**config.mk**
```make
export PLATFORM = sky130hd
export DESIGN_NAME = pla_core
export DESIGN_NICKNAME = d
export VERILOG_FILES = /design/src/rtl/pla_pkg.sv /design/src/rtl/pla_cfg_store.sv /design/src/rtl/pla_and_plane.sv /design/src/rtl/pla_or_plane.sv /design/src/rtl/pla_core.sv
export SDC_FILE = /design/constraint.sdc
export NUM_CORES = 2
export LEC_CHECK = 0
export CAP_MARGIN = 20
export CORE_UTILIZATION = 50
export CTS_BUF_LIST = sky130_fd_sc_hd__clkbuf_4 sky130_fd_sc_hd__clkbuf_8
export CTS_CLUSTER_DIAMETER = 80
export CTS_CLUSTER_SIZE = 40
export DETAILED_ROUTE_END_ITERATION = 8
export DONT_BUFFER_PORTS = 1
export GPL_ROUTABILITY_DRIVEN = 0
export MAX_ROUTING_LAYER = met4
export PLACE_DENSITY = 0.63
export RECOVER_POWER = 25
export SETUP_SLACK_MARGIN = 0.02
export SLEW_MARGIN = 40
export SYNTH_ARGS = -nofsm -noshare
export SYNTH_HDL_FRONTEND = slang
export SYNTH_SLANG_ARGS = --single-unit
export TNS_END_PERCENT = 50
```
**constraint.sdc**
```tcl
create_clock -name clk -period 2.4 [get_ports clk]
set_input_delay 0.12 -clock clk [delete_from_list [all_inputs] [get_ports clk]]
set_output_delay 0.12 -clock clk [all_outputs]
set_load 0.005 [all_outputs]
```
**src/rtl/pla_pkg.sv**
```systemverilog
package pla_pkg;
    // Default array dimensions
    localparam int DEF_INPUTS  = 16;
    localparam int DEF_TERMS   = 32;
    localparam int DEF_OUTPUTS = 8;

    // Load state of the array
    typedef enum logic {
        ARR_LOADING = 1'b0,
        ARR_READY   = 1'b1
    } arr_state_e;
endpackage

```
**src/rtl/pla_cfg_store.sv**
```systemverilog
module pla_cfg_store
    import pla_pkg::*;
#(
    parameter int N_IN   = DEF_INPUTS,
    parameter int N_TERM = DEF_TERMS,
    parameter int N_OUT  = DEF_OUTPUTS
) (
    input  logic                             clk,
    input  logic                             rst_n,
    input  logic                             wr_en,
    input  logic [$clog2(N_TERM)-1:0]        wr_row,
    input  logic [2*N_IN-1:0]                wr_and,
    input  logic [N_OUT-1:0]                 wr_or,
    output logic [N_TERM-1:0][2*N_IN-1:0]    and_rows,
    output logic [N_TERM-1:0][N_OUT-1:0]     or_rows,
    output logic                             ready
);
    localparam int LW = 2 * N_IN;
    localparam int AW = $clog2(N_TERM);
    localparam logic [AW-1:0] LAST_ROW = AW'(N_TERM - 1);

    typedef struct packed {
        logic [N_TERM-1:0][LW-1:0]    and_pl;
        logic [N_TERM-1:0][N_OUT-1:0] or_pl;
        arr_state_e                   st;
    } store_t;

    store_t st_d, st_q;

    always_comb begin
        st_d = st_q;
        if (wr_en && (int'(wr_row) < N_TERM)) begin
            st_d.and_pl[wr_row] = wr_and;
            st_d.or_pl[wr_row]  = wr_or;
            st_d.st = (wr_row == LAST_ROW) ? ARR_READY : ARR_LOADING;
        end
    end

    always_ff @(posedge clk) begin
        if (!rst_n) begin
            st_q <= '0;
        end else begin
            st_q <= st_d;
        end
    end

    assign and_rows = st_q.and_pl;
    assign or_rows  = st_q.or_pl;
    assign ready    = (st_q.st == ARR_READY);
endmodule

```
**src/rtl/pla_and_plane.sv**
```systemverilog
module pla_and_plane #(
    parameter int N_IN   = pla_pkg::DEF_INPUTS,
    parameter int N_TERM = pla_pkg::DEF_TERMS
) (
    input  logic [N_IN-1:0]                  x_in,
    input  logic [N_TERM-1:0][2*N_IN-1:0]    and_rows,
    output logic [N_TERM-1:0]                term
);
    localparam int LW = 2 * N_IN;

    // Low half: true literals, high half: complemented literals
    logic [LW-1:0] lits;
    assign lits = {~x_in, x_in};

    for (genvar t = 0; t < N_TERM; t++) begin : g_term
        // An empty row yields 0; a contradictory row never has all literals true
        assign term[t] = (|and_rows[t]) & (&(~and_rows[t] | lits));
    end
endmodule

```
**src/rtl/pla_or_plane.sv**
```systemverilog
module pla_or_plane #(
    parameter int N_TERM = pla_pkg::DEF_TERMS,
    parameter int N_OUT  = pla_pkg::DEF_OUTPUTS
) (
    input  logic [N_TERM-1:0]                term,
    input  logic [N_TERM-1:0][N_OUT-1:0]     or_rows,
    input  logic                             ready,
    output logic [N_OUT-1:0]                 f
);
    for (genvar o = 0; o < N_OUT; o++) begin : g_out
        logic [N_TERM-1:0] col;
        always_comb begin
            for (int t = 0; t < N_TERM; t++) begin
                col[t] = or_rows[t][o];
            end
        end
        assign f[o] = ready & (|(col & term));
    end
endmodule

```
**src/rtl/pla_core.sv**
```systemverilog
module pla_core #(
    parameter int N_IN   = pla_pkg::DEF_INPUTS,
    parameter int N_TERM = pla_pkg::DEF_TERMS,
    parameter int N_OUT  = pla_pkg::DEF_OUTPUTS
) (
    input  logic                       clk,
    input  logic                       rst_n,
    input  logic                       cfg_we,
    input  logic [$clog2(N_TERM)-1:0]  cfg_addr,
    input  logic [2*N_IN-1:0]          cfg_and,
    input  logic [N_OUT-1:0]           cfg_or,
    input  logic [N_IN-1:0]            x_in,
    output logic [N_OUT-1:0]           f_out,
    output logic                       cfg_done
);
    localparam int LW = 2 * N_IN;

    logic [N_TERM-1:0][LW-1:0]    and_rows;
    logic [N_TERM-1:0][N_OUT-1:0] or_rows;
    logic [N_TERM-1:0]            term;
    logic                         ready;

    pla_cfg_store #(.N_IN(N_IN), .N_TERM(N_TERM), .N_OUT(N_OUT)) u_store (
        .clk      (clk),
        .rst_n    (rst_n),
        .wr_en    (cfg_we),
        .wr_row   (cfg_addr),
        .wr_and   (cfg_and),
        .wr_or    (cfg_or),
        .and_rows (and_rows),
        .or_rows  (or_rows),
        .ready    (ready)
    );

    pla_and_plane #(.N_IN(N_IN), .N_TERM(N_TERM)) u_and (
        .x_in     (x_in),
        .and_rows (and_rows),
        .term     (term)
    );

    pla_or_plane #(.N_TERM(N_TERM), .N_OUT(N_OUT)) u_or (
        .term    (term),
        .or_rows (or_rows),
        .ready   (ready),
        .f       (f_out)
    );

    assign cfg_done = ready;
endmodule

```
==> reports/qor.yml <==
grt_pass1_wl_um: 365000
vias_per_cell: 6.06
cts.root.buffer_cell: "clkbuf_8"
grt_max_degree: 1048
crit_path_end_kind: "flip-flop"
ys_async_sr_fraction: 0
clock_latency_ns: 0.90
synth_ff_type: "dfxtp_1"
p_per_area_nw_per_um2: 469
syn-num-nets: 7319
area_growth_pct: 34.3
die-area_um2: 119000
fmax_mhz: 219
dieHeight_um: 344
dieWidth_um: 344
ys_ff_latch: 1281
switching_share: 0.287
critPathKind: "in -> reg"
worst_slew_pin_slew_ns: 6.76
setup_viol: 850
min_path_type: "in -> reg"
yosysWarnings: 0
worst_path_max_delay_cell: "a21boi_0"
synthTopCellsByArea: "dfxtp_1 (44%), nand2_1 (17%), a21boi_0 (16%)"
cts_sinks: 1281
grt_overflow: 0
status: "complete, but fails checks"
reg2reg_depth: 3
p_switching_mw: 10.6
fin_ws_ns: -2.17
portBuffers: 0
grt_pass1_vias: 58365
required_ns: 3.21
cts_tree: "done"
postRouteAntennaNets: 0
drive_gt1_frac: 0.113
leakage_nw: 31.1
finalSetupTns_ns: -1132.63
p_int_mw: 26.3
dpl.hpwl_um: 119000
drt_pass1_iterations: 7
core_area_um2: 116000
synth_edf_count: 0
violations: "max-capacitance violations, max-slew violations, negative setup slack"
final_nets: 8498
crit_buf_inv: 1
avgSynthCellArea_um2: 8.07
maxSlewViolCount: 1023
yosysUniqueCellTypes: 29
ys_seq_area_frac: 0.438
min_path_cells: 5
setup.worst_path.start_class: "primary input"
rows: 125
syn_area_um2: 58600
max_cap_violations: 1
wire_per_inst_um: 24.9
synthCells: 7255
yosysTopAreaCell: "dfxtp_1"
clock_skew_ns: 0
fin_crit_sh: 1.90
cp.depth: 2
drc_errors: 0
cts.path.max_buffers: 3
rsz0062_at_grt: "yes"
path_clk_slew_ns: 0.17
irDropWorstVdd_uv: 645
drt-initial-drc-count: 7685
p_total_mw: 36.9
hold_viol: 0
dr_total_vias: 60641
p_comb_frac: 0.109
htree_levels: 2
cp_cell_sequence: "a21boi_0 -> dlygate4sd3_1"
antenna_found_initial: 8
grtUsageTotal: 0.418
max_stage_delay_ns: 1.40
synth_top_area_share: 0.438
nFillCells: 9211
max_slew_margin: -3.50
totalWireLength_um: 250000
arrival_ns: 5.38
seqPwrFrac: 0.585
start_util: 0.504
cp_top_family: "compound AO/OA/AOI/OAI gates"
final_common_cell: "nand2_1"
timing.final.crit_period_ns: 4.57
ios: 73
numCtsBuffers: 56
mostFrequentLayoutCells: "nand2_1 (2597), a21boi_0 (1277), dlygate4sd3_1 (1241)"
p_clk_frac: 0.306
cp_max_fo: 1035
[worst paths after layout]
check                   startpoint                    end  slack, ns
min                    cfg_addr[4]   u_store.or_rows[104]       0.05
min reg2reg    u_store.or_rows[17]    u_store.or_rows[17]       0.47
max reg2reg  u_store.and_rows[943]  u_store.and_rows[943]       0.88
max                          rst_n    u_store.or_rows[60]      -2.17
[area by class of cell]
class	instances	area, um2	share of cell area
Inverter	1	3.75	0.0000477
Sequential cell	1281	25700	0.327
Antenna cell	10	25.0	0.000318
Clock buffer	58	792	0.0101
Tap cell	1524	1910	0.0242
Clock inverter	46	701	0.00890
Multi-Input combinational cell	5351	32400	0.412
Timing Repair Buffer	1743	17100	0.218
[power groups by stage]
| stage | combinational, mW | sequential [mW] | clock, mW |
|---|---|---|---|
| floorplan | 1.90 | 22.0 | 0 |
| finish | 4.02 | 21.6 | 11.3 |
| CTS | 3.51 | 21.6 | 11.2 |
| global placement | 1.91 | 22.0 | 0 |
| global route | 3.85 | 21.6 | 12.0 |
| detailed placement | 1.92 | 22.0 | 0 |
[what timing repair did]
| action | in CTS | in global routing |
|---|---|---|
| buffers inserted | 3 | 8 |
| setup endpoints to repair | 8 | 179 |
| hold buffers | 1285 | 3 |
| pin swaps | 35 | 59 |
| endpoints found under the hold margin | 1281 | 76 |
| gates cloned | 0 | 1 |
| gates resized for setup | 233 | 303 |
[metrics by stage]
step | hold WS (ns) | instance area [um2] | cells | setup slack [ns] | utilization
2_1_floorplan | 0.255 | 58600 | 7255 | 0.490 | -
3_3_place_gp | 0.276 | 61200 | 8603 | -0.680 | 0.527
3_5_place_dp | 0.287 | 61200 | 8603 | -0.650 | 0.527
4_1_cts | 0.00674 | 77400 | 9993 | -1.11 | 0.666
5_1_grt | 0.0803 | 78700 | 10011 | -1.27 | 0.677
6_report | 0.0540 | 78700 | 10014 | -2.17 | 0.677
[sequential cells by signal (all words and copies together) (netlist names)]
name and flops:
u_store.and_rows 1024, u_store.or_rows 256, u_store.ready 1
[cells in the mapped netlist, drive strengths merged (3+ instances only)]
library cell	n
a21boi	1280
a41oi	8
and2	3
buf	80
clkbuf	542
dfxtp	1281
mux2i	512
nand2	2597
nand4	192
nor2	37
nor4	288
o21ai	257
o22ai	128
or2	3
or4	32
[cells by family after synthesis]
kind of cell	after synthesis	synth area share
muxes	512	0.0875
buffers and inverters	623	0.0473
AOI/OAI and AO/OA	1673	0.201
and+or+nand+nor	3166	0.226
DFF	1281	0.438
[layer usage]
metal  global-route usage  part of all wire
met1                0.549              0.39
met2                0.616              0.42
met3               0.0727              0.12
met4                0.213             0.064
met5                    -                 0
Note: power is estimated with default switching activity, not from simulation.
